--- config.mk ---
export PLATFORM = sky130hd
export DESIGN_NAME = sclk_source_sel
export DESIGN_NICKNAME = d
export VERILOG_FILES = /design/src/rtl/sclk_sel_pkg.sv /design/src/rtl/sclk_sync_edge.sv /design/src/rtl/sclk_ext_detect.sv /design/src/rtl/sclk_int_div.sv /design/src/rtl/sclk_source_sel.sv
export SDC_FILE = /design/constraint.sdc
export NUM_CORES = 1
export LEC_CHECK = 0
export ABC_CLOCK_PERIOD_IN_PS = 3030
export BUFFER_PORTS_ARGS = -buffer_cell sky130_fd_sc_hd__buf_2
export CORE_ASPECT_RATIO = 1.2
export CORE_UTILIZATION = 56
export CTS_CLUSTER_DIAMETER = 100
export DETAILED_ROUTE_END_ITERATION = 8
export GPL_ROUTABILITY_DRIVEN = 1
export GPL_TIMING_DRIVEN = 0
export PLACE_DENSITY = 0.77
export SYNTH_ARGS = -nofsm -noshare
export SYNTH_HDL_FRONTEND = slang
export SYNTH_SLANG_ARGS = --single-unit
--- constraint.sdc ---
create_clock -name clk -period 3.03 [get_ports clk]
set_input_delay 0.606 -clock clk [delete_from_list [all_inputs] [get_ports clk]]
set_output_delay 0.606 -clock clk [all_outputs]
set_load 0.02 [all_outputs]
--- src/rtl/sclk_sel_pkg.sv ---
package sclk_sel_pkg;

    localparam int MAX_DIV = 16;
    localparam int DIV_W   = $clog2(MAX_DIV + 1);

    localparam logic [2:0] FMT_I2S16 = 3'd0;

    typedef enum logic [2:0] {
        RATIO_128 = 3'd0,
        RATIO_192 = 3'd1,
        RATIO_256 = 3'd2,
        RATIO_384 = 3'd3,
        RATIO_512 = 3'd4
    } ratio_e;

    typedef enum logic {
        SRC_INT = 1'b0,
        SRC_EXT = 1'b1
    } clk_src_e;

    // synchronised level and its one-cycle-delayed copy
    typedef struct packed {
        logic cur;
        logic old;
    } sync_pair_t;

    function automatic logic is_rise(input sync_pair_t p);
        return p.cur & ~p.old;
    endfunction

    function automatic logic is_toggle(input sync_pair_t p);
        return p.cur ^ p.old;
    endfunction

    // master cycles per internal bit clock
    function automatic logic [DIV_W-1:0] calc_div(input logic [2:0] ratio,
                                                  input logic [2:0] fmt);
        logic short_frame;
        short_frame = (fmt == FMT_I2S16);
        case (ratio)
            RATIO_128: return short_frame ? DIV_W'(4)  : DIV_W'(2);
            RATIO_192: return DIV_W'(4);
            RATIO_384: return DIV_W'(8);
            RATIO_512: return short_frame ? DIV_W'(16) : DIV_W'(8);
            default:   return short_frame ? DIV_W'(8)  : DIV_W'(4);
        endcase
    endfunction

endpackage

--- src/rtl/sclk_sync_edge.sv ---
module sclk_sync_edge
    import sclk_sel_pkg::*;
#(
    parameter int STAGES = 2
) (
    input  logic       clk,
    input  logic       rst,
    input  logic       async_in,
    output sync_pair_t pair
);
    localparam int LAST = STAGES - 1;

    logic [STAGES-1:0] chain;
    logic              delayed;

    always_ff @(posedge clk) begin
        if (rst) begin
            chain   <= '0;
            delayed <= 1'b0;
        end else begin
            chain   <= {chain[STAGES-2:0], async_in};
            delayed <= chain[LAST];
        end
    end

    assign pair.cur = chain[LAST];
    assign pair.old = delayed;

endmodule

--- src/rtl/sclk_ext_detect.sv ---
module sclk_ext_detect
    import sclk_sel_pkg::*;
#(
    parameter int EDGE_THRESH = 16,
    parameter int IDLE_FRAMES = 2
) (
    input  logic       clk,
    input  logic       rst,
    input  sync_pair_t bclk_p,
    input  sync_pair_t fclk_p,
    output clk_src_e   mode
);
    localparam int CNT_W  = $clog2(EDGE_THRESH + 1);
    localparam int IDLE_W = $clog2(IDLE_FRAMES + 2);
    localparam logic [CNT_W-1:0]  CNT_MAX   = CNT_W'(EDGE_THRESH);
    localparam logic [CNT_W-1:0]  CNT_LAST  = CNT_W'(EDGE_THRESH - 1);
    localparam logic [IDLE_W-1:0] IDLE_MAX  = IDLE_W'(IDLE_FRAMES + 1);
    localparam logic [IDLE_W-1:0] IDLE_LAST = IDLE_W'(IDLE_FRAMES);

    logic              b_rise, f_rise, f_flip;
    logic [CNT_W-1:0]  edge_cnt;
    logic [IDLE_W-1:0] idle_cnt;

    assign b_rise = is_rise(bclk_p);
    assign f_rise = is_rise(fclk_p);
    assign f_flip = is_toggle(fclk_p);

    // bit edges within the current frame phase
    always_ff @(posedge clk) begin
        if (rst) begin
            edge_cnt <= '0;
        end else if (f_flip) begin
            edge_cnt <= b_rise ? CNT_W'(1) : '0;
        end else if (b_rise && edge_cnt != CNT_MAX) begin
            edge_cnt <= edge_cnt + 1'b1;
        end
    end

    // frame rising edges since the last bit edge
    always_ff @(posedge clk) begin
        if (rst) begin
            idle_cnt <= '0;
        end else if (b_rise) begin
            idle_cnt <= '0;
        end else if (f_rise && idle_cnt != IDLE_MAX) begin
            idle_cnt <= idle_cnt + 1'b1;
        end
    end

    always_ff @(posedge clk) begin
        if (rst) begin
            mode <= SRC_INT;
        end else begin
            case (mode)
                SRC_INT: if (b_rise && !f_flip && edge_cnt == CNT_LAST) mode <= SRC_EXT;
                SRC_EXT: if (!b_rise && f_rise && idle_cnt == IDLE_LAST) mode <= SRC_INT;
                default: mode <= SRC_INT;
            endcase
        end
    end

    p_reset_internal_r1: assert property (@(posedge clk)
        rst |=> mode == SRC_INT);

    p_enter_needs_edge_r2: assert property (@(posedge clk) disable iff (rst)
        (mode == SRC_INT && !b_rise) |=> mode == SRC_INT);

    p_no_entry_on_flip_r3: assert property (@(posedge clk) disable iff (rst)
        (mode == SRC_INT && f_flip) |=> mode == SRC_INT);

    p_exit_needs_frame_r4: assert property (@(posedge clk) disable iff (rst)
        (mode == SRC_EXT && !f_rise) |=> mode == SRC_EXT);

    p_edge_holds_ext_r4: assert property (@(posedge clk) disable iff (rst)
        (mode == SRC_EXT && b_rise) |=> mode == SRC_EXT);

endmodule

--- src/rtl/sclk_int_div.sv ---
module sclk_int_div
    import sclk_sel_pkg::*;
(
    input  logic       clk,
    input  logic       rst,
    input  logic [2:0] ratio_sel,
    input  logic [2:0] fmt_sel,
    input  sync_pair_t fclk_p,
    output logic       tick,
    output logic       phase
);
    logic [DIV_W-1:0] div, half, cnt;
    logic             restart;

    assign div     = calc_div(ratio_sel, fmt_sel);
    assign half    = div >> 1;
    assign restart = is_toggle(fclk_p);

    always_ff @(posedge clk) begin
        if (rst || restart) begin
            cnt <= '0;
        end else if (cnt >= div - 1'b1) begin
            cnt <= '0;
        end else begin
            cnt <= cnt + 1'b1;
        end
    end

    assign phase = (cnt >= half);
    assign tick  = (cnt == half);

    p_restart_zero_r6: assert property (@(posedge clk) disable iff (rst)
        restart |=> (cnt == '0));

    p_restart_low_r6: assert property (@(posedge clk) disable iff (rst)
        restart |=> !phase && !tick);

endmodule

--- src/rtl/sclk_source_sel.sv ---
module sclk_source_sel
    import sclk_sel_pkg::*;
#(
    parameter int SYNC_STAGES = 2,
    parameter int EDGE_THRESH = 16,
    parameter int IDLE_FRAMES = 2
) (
    input  logic       clk,
    input  logic       rst,
    input  logic       fclk_in,
    input  logic       bclk_in,
    input  logic [2:0] ratio_sel,
    input  logic [2:0] fmt_sel,
    output logic       ext_mode,
    output logic       bclk_en,
    output logic       bclk_phase
);
    sync_pair_t bclk_p, fclk_p;
    clk_src_e   src;
    logic       int_tick, int_phase;

    sclk_sync_edge #(.STAGES(SYNC_STAGES)) u_bsync (
        .clk(clk), .rst(rst), .async_in(bclk_in), .pair(bclk_p));

    sclk_sync_edge #(.STAGES(SYNC_STAGES)) u_fsync (
        .clk(clk), .rst(rst), .async_in(fclk_in), .pair(fclk_p));

    sclk_ext_detect #(.EDGE_THRESH(EDGE_THRESH), .IDLE_FRAMES(IDLE_FRAMES)) u_detect (
        .clk(clk), .rst(rst), .bclk_p(bclk_p), .fclk_p(fclk_p), .mode(src));

    sclk_int_div u_div (
        .clk(clk), .rst(rst), .ratio_sel(ratio_sel), .fmt_sel(fmt_sel),
        .fclk_p(fclk_p), .tick(int_tick), .phase(int_phase));

    assign ext_mode   = (src == SRC_EXT);
    assign bclk_en    = ext_mode ? is_rise(bclk_p) : int_tick;
    assign bclk_phase = ext_mode ? bclk_p.cur      : int_phase;

    p_en_in_high_r8: assert property (@(posedge clk) disable iff (rst)
        bclk_en |-> bclk_phase);

    p_reset_quiet_r1: assert property (@(posedge clk)
        rst |=> !ext_mode);

endmodule

==> results of run 1 <==
worst paths after layout:
path                                                   from                          end  slack (ns)  cells past startpoint
worst max-delay path                             fmt_sel[2]                      bclk_en        0.15                     10
worst min-delay path            u_bsync.chain[0]$_SDFF_PP0_  u_bsync.chain[1]$_SDFF_PP0_        0.46                      1
worst max register to register      u_div.cnt[3]$_SDFF_PP0_      u_div.cnt[0]$_SDFF_PP0_        1.56                      5
worst min register to register  u_bsync.chain[0]$_SDFF_PP0_  u_bsync.chain[1]$_SDFF_PP0_        0.46                      1
state kept, by name (all words and copies together), names as in the netlist:
register and cells:
u_fsync.delayed 1, u_bsync.chain 2, u_detect.mode 1, u_detect.idle_cnt 2, u_fsync.chain 2, u_div.cnt 5
u_bsync.delayed 1, u_detect.edge_cnt 5
critical path, delay by kind of cell:
| kind | cells | cell delay, ns |
|---|---|---|
| buffers and inverters | 2 | 0.29 |
| adder cells (fa/ha/maj) | 1 | 0.28 |
| AND/OR/NAND/NOR | 6 | 0.95 |
| AO/OA/AOI/OAI | 1 | 0.14 |
routing by layer:
| layer | vias up | track usage (%) |
|---|---|---|
| met5 | - | 0 |
| li1 | 444 | - |
| met2 | 12 | 38.1 |
| met3 | 5 | 1.06 |
| met4 | 0 | 14.6 |
| met1 | 392 | 22.2 |
metrics by stage:
stage,worst slack (ns),hold slack [ns],std cells,instance area [µm²]
finish,0.146,0.455,155,1260
global route,0.00951,0.478,155,1260
CTS,0.0388,0.460,154,1230
detailed placement,0.0452,0.428,150,1200
global placement,0.0979,0.416,150,1200
floorplan,0.235,0.414,119,1110
layout by cell type, fill, tap and decap left out, types with 2 or more instances in the layout:
master | netlist | layout
dfxtp_1 | 19 | 19
ha_1 | 16 | 15
buf_2 | 1 | 12
nor2b_1 | 11 | 11
nor2_1 | 12 | 11
inv_1 | 9 | 9
nand2_1 | 6 | 6
nand3_1 | 6 | 6
xor2_1 | 4 | 4
o21ai_0 | 4 | 4
a21oi_1 | 3 | 3
xnor2_1 | 3 | 3
clkbuf_4 | 0 | 3
nand2b_1 | 2 | 2
buf_4 | 0 | 2
power by group through the flow:
stage	Sequential (W)	Combinational, W	Clock (W)
after floorplan	0.000272	0.0000685	0
after global placement	0.000273	0.0000908	0
after detailed placement	0.000274	0.0000968	0
after CTS	0.000268	0.0000972	0.000141
after global routing	0.000270	0.000115	0.000148
final	0.000268	0.000101	0.000133
kinds of logic after synthesis:
| family | Yosys count | share of synthesized area (%) |
|---|---|---|
| buffers and inverters | 11 | 3.82 |
| adder cells (fa/ha/maj) | 16 | 18.0 |
| AND/OR/NAND/NOR | 45 | 21.8 |
| multiplexers | 2 | 2.25 |
| other | 1 | 0.337 |
| flip-flops | 19 | 34.2 |
| AO/OA/AOI/OAI | 18 | 14.1 |
| XOR/XNOR | 7 | 5.51 |
cell type report:
type	instances	area, µm²
Clock buffer	3	22.5
Tap cell	19	23.8
Buffer	2	8.76
Sequential cell	19	380
Timing Repair Buffer	13	70.1
Multi-Input combinational cell	89	716
Clock inverter	1	7.51
Fill cell	153	588
Inverter	9	33.8
repair_timing:
action | in CTS | in global routing
endpoints found under the setup margin | 0 | 2
setup buffers | 0 | 1
resized for setup | 0 | 6
==> run metrics, run 1 <==
status=finished clean; site row count=17; setup TNS=0 ns; post-synth top area cell=dfxtp_1; syn avg cell area=9.35 µm²; initial antenna violation count=0; Post-synth top cells=dfxtp_1 (19), ha_1 (16), nor2_1 (12), nor2b_1 (11), inv_1 (9); Util after Layout=68.2%; crit end category=primary output; Highest Signal Layer=met4; clock network fraction of design power=26.6%; #FFs+latches synth=19; final count of negative-setup-slack endpoints=0; CP Launch Type=input pin; Setup Skew=0.00361 ns; Area contributors post-synth=dfxtp_1 (34%), ha_1 (18%), nor2b_1 (6.2%); DRC=0; cell-internal power=0.000356 W; DR WL/cell=12.3 µm; crit-path cells=buf_2 > nor3_4 > nand2_1 > or3_4 > ha_4 > nand2_1 > nor2_2 > nand3_1 > o21ai_0 > buf_2; clk slew on worst S/H paths=0.11 ns; Final Hold Fails=0; Net Sw Power=0.000146 W; # diodes=0; ys flop type=dfxtp_1; Syn. warnings=0; Final nets=163; sw frac=29.0%; WL met3=31 µm; crit path time final=2.88 ns; io pins=13; CTS buffer count=3; Comb pwr share=20.0%; Die Area=2170 µm²; Worst path max stage delay=0.35 ns; DR vias/cell=5.50; CTS tree=done; Arrival @ worst endpoint=2.28 ns; worst-skew pair later-pin latency=0.31 ns; TritonRoute pass-1 iters=4; CP max-delay cell=or3_4; mapped cell area=1110 µm²; H-tree depth=1; Initial Util=60.1%; Pwr Total=0.000502 W; EDFF count, synth=0; DR vias=853; Reg power frac=53.4%; Die Wd=42.7 µm; grt total ovfl=0; cts hold-fix bufs=0; critical path class=in2out; area delta synth->final=13.5%; Syn Inst Count=119; Final GP Congestion=0.770; sequential element share of the synthesized area=34.2%; Total GRT Usage=20.8%; number of clock sinks=19; Hold Path Class=reg2reg; first-pass GRT wire length=3.39 mm; largest net degree at the start of global routing=13; Routed Wire Length=1.91 mm; IO buf count=12; Detailed Route Iter0 Violations=5; total core area=1850 µm²; Yosys top cell area share=34.2%; clock tree root buffer cell=clkbuf_4; proportion of layout cells with a drive suffix above 1=20.6%; Die Y=50.8 µm; Pleak=0.563 nW; worst-path maximum fanout=5; MaxCap Viol Count=0; top-count cell post-synth=dfxtp_1; met2 routed WL=995 µm; clock buffer depth=2; Post-DRT Antenna Nets=0; Power Density=398 nW/µm²; Worst EP required=2.42 ns; Max VDD drop=0.000334 V; unique cell type count in the Yosys netlist=34; RSZ-0062 raised after global routing=false; Max Clock Freq=347 MHz; Slew Limit Fails=0; met1 WL=821 µm; hpwl dp=1.51 mm; Post-synth ARST share=0%; net count after synthesis=145; vias in the first global route=885; Final period util=95.2%
Note: power is estimated with default switching activity, not from simulation.
==> run 2, diff against run 1 <==
--- a/config.mk
+++ b/config.mk
@@ -12,5 +12,4 @@
 export CTS_CLUSTER_DIAMETER = 100
 export DETAILED_ROUTE_END_ITERATION = 8
-export GPL_ROUTABILITY_DRIVEN = 1
 export GPL_TIMING_DRIVEN = 0
 export PLACE_DENSITY = 0.77
==> constraint.sdc (replaced) <==
create_clock -name clk -period 3.03 [get_ports clk]
set_input_delay 0.1515 -clock clk [delete_from_list [all_inputs] [get_ports clk]]
set_output_delay 0.1515 -clock clk [all_outputs]
set_load 0.02 [all_outputs]
==> run 2 against run 1 <==
Hold slack got worse by 0.41 ns; global-route usage did not move; total power fell by 0.74%; non-clock buffer count fell by 1; first-iteration DRC count fell by 60%; clock power barely moved; critical endpoint is now bclk_phase; clock-buffer cell count did not move; die area did not move; fmax rose by 38%; via count fell by 2.5%; sequential share of layout area rose by 0.89 points; highest routed layer unchanged.
==> run metrics, run 2 (same netlist as run 1, synthesis figures left out) <==
Reg2Reg Setup Slack=1.56 ns (about the same); vias in the first global route=885 (unchanged); Hold Path Class=in2reg (was reg2reg); cts hold-fix bufs=0 (unchanged); Routed Wire Length=1.87 mm (was 1.91 mm); Max Clock Freq=478 MHz (was 347 MHz); grt total ovfl=0 (unchanged); worst-path maximum fanout=5 (unchanged); site row count=17 (unchanged); Worst Setup SP=fmt_sel[1] (was fmt_sel[2]); Reg power frac=53.8% (was 53.4%); Post-DRT Antenna Nets=0 (unchanged); # diodes=0 (unchanged); proportion of layout cells with a drive suffix above 1=17.0% (was 20.6%); initial antenna violation count=0 (unchanged); DR WL/cell=12.1 µm (was 12.3 µm); TritonRoute pass-1 iters=2 (was 4); Detailed Route Iter0 Violations=2 (was 5); number of clock sinks=19 (unchanged); Final nets=162 (was 163); total core area=1850 µm² (unchanged); clock network fraction of design power=26.9% (was 26.6%); largest net degree at the start of global routing=13 (unchanged); fillers=157 (was 153); Slew Limit Fails=0 (unchanged); Worst Reg-to-Reg Cells=5 (unchanged); DR vias=832 (was 853); clk slew on worst S/H paths=0.11 ns (about the same); DRC=0 (unchanged); Die Y=50.8 µm (unchanged); CTS tree=done (unchanged); Power Density=406 nW/µm² (was 398 nW/µm²); Comb pwr share=19.3% (was 20.0%); setup TNS=0 ns (unchanged); CTS buffer count=3 (unchanged); hold_sp=bclk_in (was u_bsync.chain[0]$_SDFF_PP0_); Top Registers=u_detect.edge_cnt x5, u_div.cnt x5 (unchanged); Die Area=2170 µm² (unchanged); Final period util=69.1% (was 95.2%); DR vias/cell=5.40 (was 5.50); io pins=13 (unchanged); clock tree root buffer cell=clkbuf_4 (unchanged); most frequent cells in the layout=dfxtp_1 (19), ha_1 (16), buf_2 (13) (was dfxtp_1 (19), ha_1 (15), buf_2 (12)); status=finished clean (unchanged); dpl cell area=1200 µm² (unchanged); Max VDD drop=0.000334 V (about the same); area delta synth->final=10.2% (was 13.5%); R2R Path End=u_div.cnt[2]$_SDFF_PP0_ (was u_div.cnt[0]$_SDFF_PP0_); end of the worst hold path=u_bsync.chain[0]$_SDFF_PP0_ (was u_bsync.chain[1]$_SDFF_PP0_); met2 routed WL=953 µm (was 995 µm); Worst EP required=2.88 ns (was 2.42 ns); RSZ-0062 raised after global routing=false (unchanged); WL met3=32 µm (was 31 µm); Final Hold Fails=0 (unchanged); Net Sw Power=0.000145 W (was 0.000146 W); Highest Signal Layer=met4 (unchanged); PostCTS Resize Cnt=0 (unchanged); Setup Skew=0.00322 ns (was 0.00361 ns); H-tree depth=1 (unchanged); met1 WL=820 µm (was 821 µm); worst-skew pair later-pin latency=0.31 ns (about the same); Final Cell Area=1230 µm² (was 1260 µm²); first-pass GRT wire length=3.39 mm (unchanged); Worst path max stage delay=0.42 ns (was 0.35 ns); crit end category=primary output (unchanged); CP max-delay cell=a2111oi_0 (was or3_4); IO buf count=12 (unchanged); crit-path cells=buf_2 > nor3_4 > nand2_1 > or3_1 > ha_1 > a2111oi_0 > a21oi_1 > buf_2 (was buf_2 > nor3_4 > nand2_1 > or3_4 > ha_4 > nand2_1 > nor2_2 > nand3_1 > o21ai_0 > buf_2); Pleak=0.551 nW (was 0.563 nW); hpwl dp=1.51 mm (unchanged); reg2reg start=u_fsync.delayed$_SDFF_PP0_ (was u_div.cnt[3]$_SDFF_PP0_); critical path class=in2out (unchanged); cell-internal power=0.000353 W (was 0.000356 W); Final GP Congestion=0.770 (unchanged); most common cell after layout, fill and taps aside=dfxtp_1 (unchanged); Total GRT Usage=20.8% (unchanged); Arrival @ worst endpoint=1.94 ns (was 2.28 ns); post-CTS setup buffers=0 (unchanged); MaxCap Viol Count=0 (unchanged); clock buffer depth=2 (unchanged); crit path time final=2.09 ns (was 2.88 ns); CP dominant cell by count=buf_2; final count of negative-setup-slack endpoints=0 (unchanged); Die Wd=42.7 µm (unchanged); Initial Util=60.1% (unchanged); CP Launch Type=input pin (unchanged); hold depth=2 (was 1); sw frac=29.2% (was 29.0%)
## run 2: cell count changes in the layout (fill, tap and decap cells not counted)
cell,before,now
nor2_2,1,0
or3_4,1,0
nor2_1,11,12
ha_1,15,16
ha_4,1,0
a2111oi_2,1,0
or3_1,1,2
buf_2,12,13
buf_4,2,0
a2111oi_0,1,2
## run 2: power groups by stage
stage	combinational [W]	clock (W)	sequential [W]
6_report	0.0000961	0.000134	0.000268
4_1_cts	0.0000972	0.000141	0.000268
3_3_place_gp	0.0000908	0	0.000273
5_1_grt	0.000111	0.000148	0.000270
3_5_place_dp	0.0000968	0	0.000274
2_1_floorplan	0.0000685	0	0.000272
## run 2: area by class of cell
class                      instances  area (µm²)  share of cell area (%)
sequential                        19         380                    31.0
multi-input combinational         89         689                    56.2
clock buffer                       3        22.5                    1.84
clock inverter                     1        7.51                   0.612
inverter                           9        33.8                    2.76
timing repair buffer              12        60.1                    4.90
buffer                             2        8.76                   0.714
tap                               19        23.8                    1.94
## run 2: worst max path at each step
stage | slack (ns) | endpoint | cells after the start
global placement | 0.84 | u_div.cnt[2]$_SDFF_PP0_ | 10
detailed placement | 0.73 | u_div.cnt[0]$_SDFF_PP0_ | 10
CTS | 0.95 | bclk_phase | 8
finish | 0.94 | bclk_phase | 8
floorplan | 1.10 | u_div.cnt[2]$_SDFF_PP0_ | 9
global route | 0.82 | bclk_phase | 8
## run 2: critical path, delay by kind of cell
kind                     cells  cell delay (ns)
AO/OA/AOI/OAI                2             0.54
AND/OR/NAND/NOR              3             0.66
buffers and inverters        2             0.29
adder cells (fa/ha/maj)      1             0.30
## run 2: per-stage QoR
| stage | hold slack [ns] | total power [W] | instances | util [%] | setup slack, ns |
|---|---|---|---|---|---|
| after global routing | 0.0587 | 0.000528 | 154 | 66.3 | 0.818 |
| final | 0.0435 | 0.000498 | 154 | 66.3 | 0.937 |
| after CTS | 0.0348 | 0.000506 | 154 | 66.3 | 0.948 |
| after floorplan | 0.280 | 0.000340 | 119 | - | 1.10 |
| after detailed placement | 0.370 | 0.000371 | 150 | 64.6 | 0.727 |
| after global placement | 0.359 | 0.000364 | 150 | 64.6 | 0.838 |
## run 2: metal layers
| metal | vias to the layer above | track usage [%] |
|---|---|---|
| li1 | 440 | - |
| met1 | 375 | 22.2 |
| met2 | 12 | 38.1 |
| met3 | 5 | 1.06 |
| met4 | 0 | 14.6 |
| met5 | - | 0 |
